[config.mk]
export PLATFORM = sky130hd
export DESIGN_NAME = msx_sched_expander
export DESIGN_NICKNAME = d
export VERILOG_FILES = /design/src/rtl/msx_pkg.sv /design/src/rtl/msx_word_store.sv /design/src/rtl/msx_mix.sv /design/src/rtl/msx_step_ctrl.sv /design/src/rtl/msx_sched_expander.sv
export SDC_FILE = /design/constraint.sdc
export NUM_CORES = 1
export LEC_CHECK = 0
export CORE_AREA = 2 2 282 284
export CTS_BUF_LIST = sky130_fd_sc_hd__clkbuf_16
export CTS_CLUSTER_DIAMETER = 150
export DETAILED_ROUTE_END_ITERATION = 7
export DIE_AREA = 0 0 284 286
export DONT_BUFFER_PORTS = 1
export GPL_TIMING_DRIVEN = 0
export PLACE_DENSITY_LB_ADDON = 0.2
export SETUP_SLACK_MARGIN = 0.2
export SLEW_MARGIN = 20
export SYNTH_ARGS = -nofsm -noshare
export SYNTH_HDL_FRONTEND = slang
export SYNTH_SLANG_ARGS = --single-unit
[constraint.sdc]
create_clock -name clk -period 6.15 [get_ports clk]
set_clock_uncertainty 0.05 [all_clocks]
set_input_delay 0.9225 -clock clk [delete_from_list [all_inputs] [get_ports clk]]
set_output_delay 0.9225 -clock clk [all_outputs]
set_load 0.1 [all_outputs]
[src/rtl/msx_pkg.sv]
package msx_pkg;
  // Tap offsets of the recurrence, taken modulo the block length:
  // t-14, t-8 and t-3 lie 2, 8 and 13 ahead of the oldest entry (t-16).
  localparam int TAP_NEAR = 2;
  localparam int TAP_MID  = 8;
  localparam int TAP_FAR  = 13;

  // Source of the next output word.
  typedef enum logic [0:0] {
    SRC_STORED = 1'b0,
    SRC_MIXED  = 1'b1
  } word_src_e;
endpackage

[src/rtl/msx_word_store.sv]
module msx_word_store #(
  parameter int WORD_W = 32,
  parameter int DEPTH  = 16,
  localparam int IDX_W = $clog2(DEPTH)
) (
  input  logic              clk,
  input  logic              wr_en,
  input  logic [IDX_W-1:0]  wr_idx,
  input  logic [WORD_W-1:0] wr_data,
  input  logic [IDX_W-1:0]  rd_idx_old,
  input  logic [IDX_W-1:0]  rd_idx_near,
  input  logic [IDX_W-1:0]  rd_idx_mid,
  input  logic [IDX_W-1:0]  rd_idx_far,
  output logic [WORD_W-1:0] rd_old,
  output logic [WORD_W-1:0] rd_near,
  output logic [WORD_W-1:0] rd_mid,
  output logic [WORD_W-1:0] rd_far
);
  // Four read ports: a distributed (LUT) memory, single write port.
  logic [WORD_W-1:0] mem [DEPTH];

  always_ff @(posedge clk) begin
    if (wr_en) mem[wr_idx] <= wr_data;
  end

  // Reads see the contents before this cycle's write.
  assign rd_old  = mem[rd_idx_old];
  assign rd_near = mem[rd_idx_near];
  assign rd_mid  = mem[rd_idx_mid];
  assign rd_far  = mem[rd_idx_far];
endmodule

[src/rtl/msx_mix.sv]
module msx_mix #(
  parameter int WORD_W = 32
) (
  input  logic [WORD_W-1:0] w_old,
  input  logic [WORD_W-1:0] w_near,
  input  logic [WORD_W-1:0] w_mid,
  input  logic [WORD_W-1:0] w_far,
  output logic [WORD_W-1:0] mixed
);
  logic [WORD_W-1:0] folded;

  always_comb begin
    folded = w_old ^ w_near ^ w_mid ^ w_far;
    mixed  = {folded[WORD_W-2:0], folded[WORD_W-1]};
  end
endmodule

[src/rtl/msx_step_ctrl.sv]
module msx_step_ctrl #(
  parameter int BLK_WORDS = 16,
  parameter int NUM_STEPS = 80,
  localparam int STEP_W   = $clog2(NUM_STEPS + 1)
) (
  input  logic              clk,
  input  logic              rst,
  input  logic              load,
  input  logic              adv,
  output logic [STEP_W-1:0] step,
  output logic              done,
  output logic              fire,
  output logic              expand
);
  logic last;

  assign fire   = adv && !load && !done;
  assign last   = (step == STEP_W'(NUM_STEPS - 1));
  assign expand = (step >= STEP_W'(BLK_WORDS));

  always_ff @(posedge clk) begin
    if (rst || load) begin
      step <= '0;
      done <= 1'b0;
    end else if (fire) begin
      step <= step + STEP_W'(1);
      if (last) done <= 1'b1;
    end
  end
endmodule

[src/rtl/msx_sched_expander.sv]
module msx_sched_expander #(
  parameter int WORD_W    = 32,
  parameter int BLK_WORDS = 16,
  parameter int NUM_STEPS = 80,
  localparam int IDX_W    = $clog2(BLK_WORDS),
  localparam int STEP_W   = $clog2(NUM_STEPS + 1)
) (
  input  logic              clk,
  input  logic              rst,
  input  logic              load,
  input  logic [IDX_W-1:0]  load_idx,
  input  logic [WORD_W-1:0] load_word,
  input  logic              adv,
  output logic              out_valid,
  output logic [STEP_W-1:0] out_step,
  output logic [WORD_W-1:0] out_word,
  output logic              done
);
  import msx_pkg::*;

  logic [STEP_W-1:0] step;
  logic              fire;
  logic              expand;
  word_src_e         src;

  logic [IDX_W-1:0]  idx_old, idx_near, idx_mid, idx_far;
  logic [WORD_W-1:0] w_old, w_near, w_mid, w_far, w_mixed, w_next;
  logic              st_wr_en;
  logic [IDX_W-1:0]  st_wr_idx;
  logic [WORD_W-1:0] st_wr_data;

  msx_step_ctrl #(
    .BLK_WORDS(BLK_WORDS),
    .NUM_STEPS(NUM_STEPS)
  ) u_ctrl (
    .clk    (clk),
    .rst    (rst),
    .load   (load),
    .adv    (adv),
    .step   (step),
    .done   (done),
    .fire   (fire),
    .expand (expand)
  );

  // Circular addressing: the oldest word W[t-16] lives at t mod BLK_WORDS.
  assign idx_old  = step[IDX_W-1:0];
  assign idx_near = idx_old + IDX_W'(TAP_NEAR);
  assign idx_mid  = idx_old + IDX_W'(TAP_MID);
  assign idx_far  = idx_old + IDX_W'(TAP_FAR);

  msx_word_store #(
    .WORD_W(WORD_W),
    .DEPTH (BLK_WORDS)
  ) u_store (
    .clk         (clk),
    .wr_en       (st_wr_en),
    .wr_idx      (st_wr_idx),
    .wr_data     (st_wr_data),
    .rd_idx_old  (idx_old),
    .rd_idx_near (idx_near),
    .rd_idx_mid  (idx_mid),
    .rd_idx_far  (idx_far),
    .rd_old      (w_old),
    .rd_near     (w_near),
    .rd_mid      (w_mid),
    .rd_far      (w_far)
  );

  msx_mix #(.WORD_W(WORD_W)) u_mix (
    .w_old  (w_old),
    .w_near (w_near),
    .w_mid  (w_mid),
    .w_far  (w_far),
    .mixed  (w_mixed)
  );

  always_comb begin
    src    = expand ? SRC_MIXED : SRC_STORED;
    w_next = (src == SRC_MIXED) ? w_mixed : w_old;
    // A load owns the write port; otherwise an expansion step writes back.
    st_wr_en   = load || (fire && expand);
    st_wr_idx  = load ? load_idx : idx_old;
    st_wr_data = load ? load_word : w_mixed;
  end

  always_ff @(posedge clk) begin
    if (rst) begin
      out_valid <= 1'b0;
      out_step  <= '0;
      out_word  <= '0;
    end else begin
      out_valid <= fire;
      if (fire) begin
        out_step <= step;
        out_word <= w_next;
      end
    end
  end
endmodule

==> impl_metrics.json <==
{
  "outcome": "completed",
  "hold-worst-slack_ps": 413,
  "cts_buffers": 61,
  "pre_cts_slack_ps": -273,
  "postSynthAreaPerCell_um2": 16.4,
  "drv_cap": 0,
  "power-per-cell-area_nw_per_um2": 237,
  "timing.critical_path.required_ps": 6460,
  "final_hold_violation_count": 0,
  "p_sw_share_pct": 26.5,
  "start_util_pct": 44.6,
  "timing.final.ws_setup_ps": 309,
  "placed_cells": 3215,
  "critical_path.max_fanout": 16,
  "drtAntennaViolNets": 0,
  "ctsHoldBuffers": 0,
  "min_period_over_period_pct": 95.0,
  "syn_inst": 2126,
  "post_route_cells_drive_above_1_share_pct": 37.3,
  "drt_pre_antenna_iters": 8,
  "rows": 103,
  "worst_skew_late_latency_ps": 670,
  "synth_async_sr_flop_share_pct": 0,
  "die_outline_area_um2": 81200,
  "max_slew.worst_pin.slew_ps": 1340,
  "route.vias.total": 25974,
  "post-dp-hpwl_um": 105000,
  "leakage_nw": 12.3,
  "mappedNetlistArea_um2": 34900,
  "floorplan.die.width_um": 284,
  "worst_path_arrival_time_ps": 6150,
  "global_route.usage.total_pct": 37.5,
  "switchingPower_w": 0.00248,
  "setup.worst_path.start_class": "flop",
  "cellInternalPower_w": 0.00686,
  "yosysTopAreaCell": "sky130_fd_sc_hd__edfxtp_1",
  "setup_repair_after_global_routing_missed_its_margin": "false",
  "seq_power_share_pct": 48.3,
  "synth_top_flop_cell": "sky130_fd_sc_hd__edfxtp_1",
  "final_core_density_pct": 50.2,
  "ys_top_cells_by_area": "sky130_fd_sc_hd__edfxtp_1, sky130_fd_sc_hd__mux4_2, sky130_fd_sc_hd__dfxtp_1",
  "route.detailed.vias_per_inst": 7.79,
  "postPlaceCellArea_um2": 37300,
  "i_o_buffers": 0,
  "cts.sinks": 564,
  "detail_route.drc_violations": 0,
  "cts_root_buf": "sky130_fd_sc_hd__clkbuf_16",
  "ys_warn_count": 0,
  "achievable-frequency_mhz": 171,
  "setup_violations": 0,
  "synth_enable_flop_cells": 512,
  "area_delta_synth_final_pct": 12.6,
  "postCtsSetupRepairBufs": 0,
  "grt_remaining_overflow": 0,
  "grt_max_degree": 17,
  "grt_pass1_wl_um": 208000,
  "first_global_vias": 25243,
  "drt_iter0_markers": 5039,
  "final.fill_count": 6483,
  "cts-htree-levels": 2,
  "finalNetCount": 2272,
  "die_h_um": 286,
  "antenna_violations_before_repair": 8,
  "pwr-share-comb_pct": 11.6,
  "synth-seq-cells": 564,
  "final_period_minus_worst_setup_slack_ps": 5840,
  "gp_routability_congestion": 0.971,
  "clockBufferDepth": 3,
  "synth_seq_area_share_pct": 47.0,
  "ir_drop_worst_case_vdd_mv": 0.231,
  "slew-limit-headroom_pct": 11.0,
  "end_kind": "flop",
  "clock_power_share_pct": 40.1,
  "cts_tree": "done",
  "clock_slew_seen_by_the_registers_of_the_worst_setup_and_hold_paths_ps": 60,
  "crit_type": "reg2reg",
  "holdCritPathClass": "in2reg",
  "slew_violations": 0,
  "post_synth_num_cell_types": 55,
  "postLayoutCellArea_um2": 39300,
  "floorplan.core_area_um2": 78400,
  "postRouteWirelength_um": 153000,
  "yosys.area.top_type_share_pct": 44.0,
  "wl_per_cell_um": 46.0,
  "syn-num-nets": 2170,
  "count_of_boundary_i_o_pins": 81,
  "fin_cells": 3333
}
## timing repair
action	4_1_cts	5_1_grt
resized for setup	2	8
endpoints found under the setup margin	157	107
pin swaps	0	0
gates cloned	0	0
## power groups by stage
stage | registers (W) | logic (W) | clock network [W]
after floorplan | 0.00456 | 0.000660 | 0
after global routing | 0.00451 | 0.00111 | 0.00388
after global placement | 0.00459 | 0.000989 | 0
after detailed placement | 0.00458 | 0.00104 | 0
final | 0.00451 | 0.00108 | 0.00374
after CTS | 0.00450 | 0.00104 | 0.00373
## final timing paths
kind	start	endpoint	slack [ps]	depth (start not counted)
max	u_ctrl.step[0]	u_store.mem[6][22]	310	14
min	adv	out_valid	410	2
max reg2reg	u_ctrl.step[0]	u_store.mem[6][22]	310	14
min reg2reg	u_ctrl.step[5]	out_step[5]	520	2
## through the flow
step | TNS [ps] | total power, W
3_3_place_gp | -574570 | 0.00558
6_report | 0 | 0.00933
5_1_grt | 0 | 0.00950
2_1_floorplan | 0 | 0.00522
4_1_cts | 0 | 0.00928
3_5_place_dp | -6340 | 0.00562
## critical path: stages (launching register included)
cell and delay [ps]:
sky130_fd_sc_hd__dfxtp_1 360, sky130_fd_sc_hd__buf_6 160, sky130_fd_sc_hd__buf_6 200, sky130_fd_sc_hd__buf_4 310, sky130_fd_sc_hd__buf_2 410, sky130_fd_sc_hd__buf_2 470, sky130_fd_sc_hd__inv_1 160, sky130_fd_sc_hd__ha_1 310
sky130_fd_sc_hd__clkbuf_2 150, sky130_fd_sc_hd__buf_4 330, sky130_fd_sc_hd__buf_2 530, sky130_fd_sc_hd__mux4_2 580, sky130_fd_sc_hd__a211oi_1 300, sky130_fd_sc_hd__xnor3_1 660, sky130_fd_sc_hd__mux2_2 500
## per-layer routing
| metal | routed length, µm | global-route usage, % | vias to the layer above |
|---|---|---|---|
| li1 | - | - | 9279 |
| met1 | 50900 | 47.1 | 13255 |
| met2 | 65000 | 53.9 | 2761 |
| met3 | 23600 | 14.4 | 665 |
| met4 | 13400 | 25.6 | 14 |
| met5 | 158 | 0.581 | - |
## flip-flops by register name, indices dropped and copies added, names as in the netlist, named ones only
signal,cells
out_valid,1
u_store.mem,512
out_word,32
out_step,7
u_ctrl.done,1
u_ctrl.step,7
## logic make-up (layout without fill, tap and decap cells)
family,after synthesis,in the layout,share of synthesized area [%]
flops,564,564,47.0
fa+ha+maj,4,4,0.143
xor+xnor,82,82,3.04
mux,559,559,34.9
other cells,0,2,0
simple gates,325,325,4.36
buf+inv,262,417,3.73
compound gates,330,330,6.88
## synth_stat cells, drive strengths merged (2+ instances only)
cell type and number:
o31a 2, o22ai 33, nand2 119, a21boi 37, edfxtp 512, nor2b 20, nor4 4, a31oi 9
a21oi 44, or2 2, buf 110, inv 59, clkbuf 93, mux2 17, a211oi 62, nand3b 2
nand2b 2, o21ai 19, ha 4, mux4 524, nand4 16, dfxtp 52, a221oi 6, mux2i 18
and2 7, nor3 6, xnor3 21, xnor2 25, o21a 4, nor2 70, and3b 2, xor2 36
nand3 70, a22o 8, a22oi 102, or3 3
## final cells by class
cell class                 count  area, µm²  share of cell area, %
antenna                        2       5.00                 0.0127
multi-input combinational   1300      17400                   44.3
timing repair buffer          39        852                   2.17
clock inverter                52        403                   1.02
sequential                   564      16400                   41.7
buffer                       203       1110                   2.82
inverter                      59        221                  0.563
clock buffer                  64       1600                   4.07
tap                         1050       1310                   3.34
## layout by cell type (no fill, tap or decap), drive strengths merged, types with 3 or more instances in the layout
cell      instances
mux4            524
edfxtp          512
clkbuf          159
buf             147
nand2           119
a22oi           102
inv              77
nand3            70
nor2             70
a211oi           62
dfxtp            52
a21oi            44
a21boi           37
xor2             36
o22ai            33
xnor2            25
clkinv           25
xnor3            21
nor2b            20
o21ai            19
mux2i            18
mux2             17
nand4            16
a31oi             9
a22o              8
and2              7
a221oi            6
nor3              6
bufinv            5
o21a              4
ha                4
clkinvlp          4
nor4              4
or3               3
Note: power is estimated with default switching activity, not from simulation.
